## src/rtl/udp_eng_pkg.sv

```systemverilog
`timescale 1ns / 1ps
package udp_eng_pkg;

    // Byte offsets inside a frame (no preamble, no CRC)
    localparam logic [15:0] OFS_SRC_MAC  = 16'd6;
    localparam logic [15:0] OFS_ETYPE    = 16'd12;
    localparam logic [15:0] OFS_VIHL     = 16'd14;
    localparam logic [15:0] OFS_PROTO    = 16'd23;
    localparam logic [15:0] OFS_SRC_IP   = 16'd26;
    localparam logic [15:0] OFS_SRC_PORT = 16'd34;
    localparam logic [15:0] OFS_DST_PORT = 16'd36;
    localparam logic [15:0] HDR_LEN      = 16'd42;

    localparam logic [15:0] ETYPE_IPV4  = 16'h0800;
    localparam logic [7:0]  VIHL_V4     = 8'h45;
    localparam logic [7:0]  PROTO_UDP   = 8'd17;
    localparam logic [7:0]  TTL_DEF     = 8'h40;
    localparam logic [15:0] UDP_HDR_LEN = 16'd8;
    localparam logic [15:0] IP_HDR_LEN  = 16'd20;

    typedef struct packed {
        logic [47:0] mac;
        logic [31:0] ip;
        logic [15:0] port;
    } peer_t;

    // Ones-complement checksum of the fixed-layout reply IP header
    function automatic logic [15:0] ip_hdr_csum(input logic [31:0] sip,
                                                input logic [31:0] dip,
                                                input logic [15:0] tot);
        logic [31:0] s;
        s = {16'h0, VIHL_V4, 8'h00} + {16'h0, tot} + {16'h0, TTL_DEF, PROTO_UDP}
          + {16'h0, sip[31:16]} + {16'h0, sip[15:0]}
          + {16'h0, dip[31:16]} + {16'h0, dip[15:0]};
        s = {16'h0, s[31:16]} + {16'h0, s[15:0]};
        s = {16'h0, s[31:16]} + {16'h0, s[15:0]};
        return ~s[15:0];
    endfunction

endpackage

```

## src/rtl/udp_rx_parse.sv

```systemverilog
`timescale 1ns / 1ps
module udp_rx_parse
    import udp_eng_pkg::*;
#(
    parameter int          CTRL_BYTES = 18,
    parameter int          CNT_W      = 16,
    parameter logic [15:0] UDP_PORT   = 16'h1388
) (
    input  logic                    clk,
    input  logic                    rst_n,
    input  logic [7:0]              rx_data,
    input  logic                    rx_valid,
    input  logic                    rx_last,
    input  logic                    busy,
    output logic [7:0]              dout_data,
    output logic                    dout_valid,
    output logic [CTRL_BYTES*8-1:0] ctrl,
    output logic                    start,
    output peer_t                   peer,
    output logic [CNT_W-1:0]        pay_len
);
    localparam int          CW      = CTRL_BYTES * 8;
    localparam logic [15:0] PAY_OFS = HDR_LEN + 16'(CTRL_BYTES);

    typedef struct packed {
        logic [15:0]      idx;
        logic             ok;
        peer_t            peer;
        logic [CW-1:0]    ctrl;
        logic [CNT_W-1:0] cnt;
        logic [7:0]       dout;
        logic             dv;
        logic             start;
    } rx_state_t;

    rx_state_t q, d;
    logic      ok_in;
    logic      fail;
    int        i;

    always_comb begin
        d       = q;
        d.dv    = 1'b0;
        d.start = 1'b0;
        ok_in   = 1'b0;
        fail    = 1'b0;
        i       = int'(q.idx);
        if (rx_valid) begin
            ok_in = (q.idx == 16'd0) ? !(busy || q.start) : q.ok;
            if (q.idx == OFS_ETYPE)            fail = (rx_data != ETYPE_IPV4[15:8]);
            if (q.idx == OFS_ETYPE + 16'd1)    fail = (rx_data != ETYPE_IPV4[7:0]);
            if (q.idx == OFS_VIHL)             fail = (rx_data != VIHL_V4);
            if (q.idx == OFS_PROTO)            fail = (rx_data != PROTO_UDP);
            if (q.idx == OFS_DST_PORT)         fail = (rx_data != UDP_PORT[15:8]);
            if (q.idx == OFS_DST_PORT + 16'd1) fail = (rx_data != UDP_PORT[7:0]);
            if (q.idx == 16'd0) d.cnt = '0;
            if (ok_in) begin
                if (q.idx >= OFS_SRC_MAC && q.idx < OFS_SRC_MAC + 16'd6)
                    d.peer.mac[8*(int'(OFS_SRC_MAC)+5-i) +: 8] = rx_data;
                if (q.idx >= OFS_SRC_IP && q.idx < OFS_SRC_IP + 16'd4)
                    d.peer.ip[8*(int'(OFS_SRC_IP)+3-i) +: 8] = rx_data;
                if (q.idx >= OFS_SRC_PORT && q.idx < OFS_SRC_PORT + 16'd2)
                    d.peer.port[8*(int'(OFS_SRC_PORT)+1-i) +: 8] = rx_data;
                if (q.idx >= HDR_LEN && q.idx < PAY_OFS)
                    d.ctrl[8*(int'(PAY_OFS)-1-i) +: 8] = rx_data;
                if (q.idx >= PAY_OFS) begin
                    d.dv   = 1'b1;
                    d.dout = rx_data;
                    d.cnt  = q.cnt + 1'b1;
                end
            end
            d.ok  = ok_in && !fail;
            d.idx = (q.idx == 16'hFFFF) ? q.idx : q.idx + 16'd1;
            if (rx_last) begin
                d.idx   = 16'd0;
                d.ok    = 1'b0;
                d.start = ok_in && !fail && (q.idx >= PAY_OFS - 16'd1);
            end
        end
    end

    always_ff @(posedge clk) begin
        if (!rst_n) q <= '0;
        else        q <= d;
    end

    assign dout_data  = q.dout;
    assign dout_valid = q.dv;
    assign ctrl       = q.ctrl;
    assign start      = q.start;
    assign peer       = q.peer;
    assign pay_len    = q.cnt;


    fwd_follows_rx_chk: assert property (@(posedge clk) disable iff (!rst_n)
        q.dv |-> $past(rx_valid));


    ctrl_hold_chk: assert property (@(posedge clk) disable iff (!rst_n)
        !$past(rx_valid) |-> $stable(q.ctrl));


    start_after_last_chk: assert property (@(posedge clk) disable iff (!rst_n)
        q.start |-> $past(rx_valid && rx_last));

endmodule

```

## src/rtl/udp_tx_build.sv

```systemverilog
`timescale 1ns / 1ps
module udp_tx_build
    import udp_eng_pkg::*;
#(
    parameter int          CTRL_BYTES = 18,
    parameter int          CNT_W      = 16,
    parameter logic [47:0] LOCAL_MAC  = 48'h02_12_34_56_78_9A,
    parameter logic [31:0] LOCAL_IP   = 32'hC0A8_0164,
    parameter logic [15:0] UDP_PORT   = 16'h1388
) (
    input  logic                    clk,
    input  logic                    rst_n,
    input  logic                    start,
    input  peer_t                   peer,
    input  logic [CNT_W-1:0]        pay_len,
    input  logic [CTRL_BYTES*8-1:0] stat_regs,
    input  logic [7:0]              din_data,
    output logic                    din_take,
    output logic                    busy,
    output logic [7:0]              tx_data,
    output logic                    tx_valid,
    output logic                    tx_last
);
    localparam int          CW      = CTRL_BYTES * 8;
    localparam int          HW      = int'(HDR_LEN) * 8;
    localparam logic [15:0] PAY_OFS = HDR_LEN + 16'(CTRL_BYTES);

    typedef struct packed {
        logic          send;
        logic [15:0]   pos;
        peer_t         peer;
        logic [15:0]   len;
        logic [CW-1:0] stat;
        logic [7:0]    txd;
        logic          txv;
        logic          txl;
    } tx_state_t;

    tx_state_t   q, d;
    logic [15:0] udp_len, ip_len, csum, last_pos;
    logic [HW-1:0] hdr;
    logic [7:0]  cur;
    int          i;

    always_comb begin
        udp_len  = UDP_HDR_LEN + 16'(CTRL_BYTES) + q.len;
        ip_len   = udp_len + IP_HDR_LEN;
        csum     = ip_hdr_csum(LOCAL_IP, q.peer.ip, ip_len);
        last_pos = PAY_OFS + q.len - 16'd1;
        hdr = {q.peer.mac, LOCAL_MAC, ETYPE_IPV4, VIHL_V4, 8'h00, ip_len,
               16'h0000, 16'h0000, TTL_DEF, PROTO_UDP, csum,
               LOCAL_IP, q.peer.ip, UDP_PORT, q.peer.port, udp_len, 16'h0000};
        i = int'(q.pos);
        if (q.pos < HDR_LEN)      cur = hdr[8*(int'(HDR_LEN)-1-i) +: 8];
        else if (q.pos < PAY_OFS) cur = q.stat[8*(int'(PAY_OFS)-1-i) +: 8];
        else                      cur = din_data;

        d     = q;
        d.txv = 1'b0;
        d.txl = 1'b0;
        if (!q.send) begin
            if (start) begin
                d.send = 1'b1;
                d.pos  = 16'd0;
                d.peer = peer;
                d.len  = 16'(pay_len);
                d.stat = stat_regs;
            end
        end else begin
            d.txv = 1'b1;
            d.txd = cur;
            d.txl = (q.pos == last_pos);
            d.pos = q.pos + 16'd1;
            if (q.pos == last_pos) d.send = 1'b0;
        end
    end

    always_ff @(posedge clk) begin
        if (!rst_n) q <= '0;
        else        q <= d;
    end

    assign din_take = q.send && (q.pos >= PAY_OFS);
    assign busy     = q.send;
    assign tx_data  = q.txd;
    assign tx_valid = q.txv;
    assign tx_last  = q.txl;


    tx_contig_chk: assert property (@(posedge clk) disable iff (!rst_n)
        (q.txv && !q.txl) |=> q.txv);


    tx_gap_chk: assert property (@(posedge clk) disable iff (!rst_n)
        q.txl |=> !q.txv);


    din_take_chk: assert property (@(posedge clk) disable iff (!rst_n)
        din_take |=> q.txv);


    start_idle_chk: assert property (@(posedge clk) disable iff (!rst_n)
        start |-> !q.send);

endmodule

```

## src/rtl/udp_reg_engine.sv

```systemverilog
`timescale 1ns / 1ps
module udp_reg_engine
    import udp_eng_pkg::*;
#(
    parameter int          CTRL_BYTES = 18,
    parameter int          CNT_W      = 16,
    parameter logic [47:0] LOCAL_MAC  = 48'h02_12_34_56_78_9A,
    parameter logic [31:0] LOCAL_IP   = 32'hC0A8_0164,
    parameter logic [15:0] UDP_PORT   = 16'h1388
) (
    input  logic                    clk,
    input  logic                    rst_n,
    input  logic [7:0]              rx_data,
    input  logic                    rx_valid,
    input  logic                    rx_last,
    output logic [7:0]              dout_data,
    output logic                    dout_valid,
    output logic [CTRL_BYTES*8-1:0] ctrl_regs,
    input  logic [CTRL_BYTES*8-1:0] stat_regs,
    input  logic [7:0]              din_data,
    output logic                    din_take,
    output logic [7:0]              tx_data,
    output logic                    tx_valid,
    output logic                    tx_last
);
    logic             start;
    logic             busy;
    peer_t            peer;
    logic [CNT_W-1:0] pay_len;

    udp_rx_parse #(
        .CTRL_BYTES(CTRL_BYTES), .CNT_W(CNT_W), .UDP_PORT(UDP_PORT)
    ) u_rx (
        .clk(clk), .rst_n(rst_n),
        .rx_data(rx_data), .rx_valid(rx_valid), .rx_last(rx_last),
        .busy(busy),
        .dout_data(dout_data), .dout_valid(dout_valid),
        .ctrl(ctrl_regs), .start(start), .peer(peer), .pay_len(pay_len)
    );

    udp_tx_build #(
        .CTRL_BYTES(CTRL_BYTES), .CNT_W(CNT_W), .LOCAL_MAC(LOCAL_MAC),
        .LOCAL_IP(LOCAL_IP), .UDP_PORT(UDP_PORT)
    ) u_tx (
        .clk(clk), .rst_n(rst_n),
        .start(start), .peer(peer), .pay_len(pay_len), .stat_regs(stat_regs),
        .din_data(din_data), .din_take(din_take), .busy(busy),
        .tx_data(tx_data), .tx_valid(tx_valid), .tx_last(tx_last)
    );

endmodule

```

## config.mk

```make
export PLATFORM = sky130hd
export DESIGN_NAME = udp_reg_engine
export DESIGN_NICKNAME = d
export VERILOG_FILES = /design/src/rtl/udp_eng_pkg.sv /design/src/rtl/udp_rx_parse.sv /design/src/rtl/udp_tx_build.sv /design/src/rtl/udp_reg_engine.sv
export SDC_FILE = /design/constraint.sdc
export NUM_CORES = 1
export LEC_CHECK = 0
export ABC_AREA = 1
export CORE_MARGIN = 2
export CORE_UTILIZATION = 55
export CTS_BUF_LIST = sky130_fd_sc_hd__clkbuf_4 sky130_fd_sc_hd__clkbuf_8 sky130_fd_sc_hd__clkbuf_16
export CTS_CLUSTER_DIAMETER = 120
export DETAILED_ROUTE_END_ITERATION = 10
export GPL_TIMING_DRIVEN = 1
export PLACE_DENSITY_LB_ADDON = 0.1
export SYNTH_ARGS = -nofsm -noshare
export SYNTH_HDL_FRONTEND = slang
export SYNTH_SLANG_ARGS = --single-unit
```

## constraint.sdc

```tcl
create_clock -name clk -period 21.3 [get_ports clk]
set_clock_uncertainty 0.15 [all_clocks]
set_input_delay 5.325 -clock clk [delete_from_list [all_inputs] [get_ports clk]]
set_output_delay 5.325 -clock clk [all_outputs]
set_load 0.005 [all_outputs]
```

==> results.cfg <==
[outcome]
status = finished, final reports clean

[die]
dieArea_um2 = 59300
ios = 328
die_x_um = 243
chipHeight_um = 243
start_util_pct = 55.8
row_count = 87
coreArea_um2 = 56500

[synth]
syn_inst = 4526
yosys_warnings = 0
syn_area_per_cell_um2 = 6.97
synthDistinctLibCells = 68
synth.net_count = 4773
synth_fa_ha_area_share_pct = 3.70
ys_ff_latch = 566
synth-simple-area-share_pct = 23.7
synth_area_um2 = 31500
synth-seq-area-share_pct = 35.9
synth_area_leaders = dfxtp_1 36%, nor2_1 9.9%, o21ai_0 9.0%
synth_edf_count = 0
muxShareOfSynthArea_pct = 0
synth_top_family_by_area = simple AND/OR/NAND/NOR gates
ys.flop_type = dfxtp_1
synth-xor-area-share_pct = 3.47
netlist.area_leader.share_pct = 35.9
async_flop_share_pct = 0
synth_compound_area_share_pct = 21.4
synth_largest_area_cell = dfxtp_1

[global_route]
grt_pass1_wl_um = 159000
grt_overflow = 0
grt_start_max_net_pins = 163
grt_use_met1_pct = 43.2
grtUsageMet3_pct = 6.29
antenna_found_initial = 5
grt_use_met2_pct = 55.4
grt_pass1_vias = 28400
busiest_layer = met2
grtUsageTotal_pct = 33.4

[clock_tree]
post-cts-setup-buffer-count = 0
cts_tree = yes
clock_sink_count = 566
cts-root-buf = clkbuf_16
cts_resized = 0
cts_hold_buffers = 0
clk_latency_ps = 660
clk_path_buf_depth = 3
cts_buffers = 58
ctsHtreeMaxLevel = 2
cts.reportedPaths.clkPinSlew_ps = 60

[sta]
finalSetupTns_ps = 0
tightest_slew_ps = 1250
slew_headroom_pct = 16.5
rsz0062_at_grt = no
finalCriticalPeriod_ps = 9330
fmax_mhz = 107
setup_viol = 0
finalMaxSlewViolations = 0
period_share_pct = 43.8
finalHoldViolCount = 0

[critical_path]
cp.arrival_ps = 9720
slowest_stage = fa_1
slowest_delay_ps = 430
worstPathRequired_ps = 21680
end_kind = register
worstRegToRegCells = 53
cpMostUsedCell = nand2_1
reg2reg_slack_ps = 11970
worstReg2RegStart = u_tx.q[156]
worstSetupPathType = reg -> reg
crit_path_max_fanout = 6
start_kind = register
r2r_end = u_tx.tx_data[4]

[route]
wl_per_cell_um = 19.1
vias = 30500
drtIter0Drc = 2696
drtAntennaViolNets = 0
finalWirelength_um = 102000
drc = 0
dr.pass1.iters = 8
viasPerCell = 5.70

[power_and_ir_drop]
finalPower_mw = 2.22
p_leak_nw = 14.5
p_per_area_nw_per_um2 = 62.1
vdd_drop_max_mv = 0.0588

[layout]
area_delta_synth_final_pct = 13.5
regArea_um2 = 11300
fillers = 5267
nets = 4792
multi_input_area_um2 = 16500
drive_above_1_share_pct = 4.58

[worst_hold_path]
min_path_cells = 2
hp-start = u_rx.peer[35]
worstHoldPathType = reg -> reg
holdPathEnd = u_rx.peer[35]

[placement]
place_congestion = 0.989
dpl.hpwl_um = 73200
portBuffers = 327

[flow_run]
drv_cap = 0
## through the flow
step	setup WS [ps]	area (µm²)	cells	utilization (%)	hold slack [ps]
after floorplan	13490	31500	4526	-	271
after global placement	12130	33800	5241	59.9	280
after detailed placement	12030	33800	5241	59.9	285
after CTS	12080	35800	5343	63.3	295
after global routing	10880	35800	5344	63.3	324
final	11970	35800	5346	63.3	295
## sequential cells by signal, summed over array words and instances, names as in the netlist
signal	flops
u_tx.q	160
u_rx.dout_data	8
u_tx.tx_data	8
u_tx.tx_valid	1
u_rx.start	1
u_tx.hdr	96
u_rx.peer	96
u_tx.busy	1
u_rx.ctrl	144
u_rx.q	1
u_tx.i	16
u_rx.i	16
u_rx.pay_len	16
u_tx.tx_last	1
u_rx.dout_valid	1
## placed cells by master (no fill, tap or decap), types with 12 or more instances in the layout
cell | Yosys | layout
a211oi_1 | 63 | 63
a21oi_1 | 322 | 322
a221oi_1 | 23 | 23
a22oi_1 | 14 | 14
a31oi_1 | 17 | 17
buf_4 | 169 | 27
clkbuf_16 | 0 | 58
clkbuf_4 | 0 | 15
clkbuf_8 | 0 | 12
clkdlybuf4s50_1 | 0 | 326
clkinv_1 | 14 | 14
dfxtp_1 | 566 | 564
fa_1 | 17 | 17
ha_1 | 66 | 66
inv_1 | 396 | 393
nand2_1 | 557 | 556
nand3_1 | 171 | 171
nand4_1 | 55 | 55
nor2_1 | 828 | 827
nor2_2 | 17 | 18
nor3_1 | 67 | 66
o211a_1 | 30 | 30
o211ai_1 | 12 | 12
o21a_1 | 16 | 16
o21ai_0 | 566 | 566
o21ai_1 | 16 | 16
o221ai_1 | 29 | 29
o22ai_1 | 26 | 26
xnor2_1 | 27 | 27
xor2_1 | 86 | 86
## report_power, final
group	switching, mW	internal (mW)
clock	0.442	0.611
sequential	0.00205	1.06
combinational	0.0655	0.0410
total	0.509	1.71
## critical path, delay by kind of cell, from the launching register on
family | cells | cell delay [ps]
compound gates | 6 | 930
xor+xnor | 3 | 1000
simple gates | 33 | 4620
buf+inv | 4 | 300
flops | 1 | 370
fa+ha+maj | 7 | 1890
## cell type report
| class | count | share of cell area (%) |
|---|---|---|
| well taps | 756 | 2.64 |
| clock buffers | 85 | 4.83 |
| inverters | 416 | 4.38 |
| diodes | 3 | 0.0210 |
| flip-flops and latches | 566 | 31.7 |
| clock inverters | 17 | 0.668 |
| multi-input cells | 3149 | 46.1 |
| repair buffers | 354 | 9.73 |
## synthesized netlist by cell type, types with 63 or more instances
cell and count:
nand3_1 171, clkbuf_1 187, nor3_1 67, nand2_1 557
dfxtp_1 566, a211oi_1 63, xor2_1 86, buf_4 169
ha_1 66, a21oi_1 322, nor2_1 828, inv_1 396
o21ai_0 566
## layer usage
layer | up-vias | routed length (µm) | part of all wire, %
li1 | 15000 | - | -
met1 | 14100 | 43700 | 43
met2 | 1126 | 47000 | 46
met3 | 234 | 7630 | 7.5
met4 | 6 | 3820 | 3.7
met5 | - | 33 | 0.032
## worst max-delay path by stage
stage,slack (ps),start,depth (start not counted),to
2_1_floorplan,13490,u_tx.q[156],54,u_tx.tx_data[4]
3_3_place_gp,12130,rx_valid,9,u_rx.ctrl[65]
3_5_place_dp,12030,rx_valid,9,u_rx.ctrl[67]
4_1_cts,12080,u_tx.q[156],53,u_tx.tx_data[4]
5_1_grt,10880,u_tx.q[156],53,u_tx.tx_data[4]
6_report,11970,u_tx.q[156],53,u_tx.tx_data[4]
## logic make-up after synthesis
group / after synthesis
compound gates: 1180
flops: 566
simple gates: 1768
xor+xnor: 118
buf+inv: 811
fa+ha+maj: 83
Power figures use the tool's default switching activity.
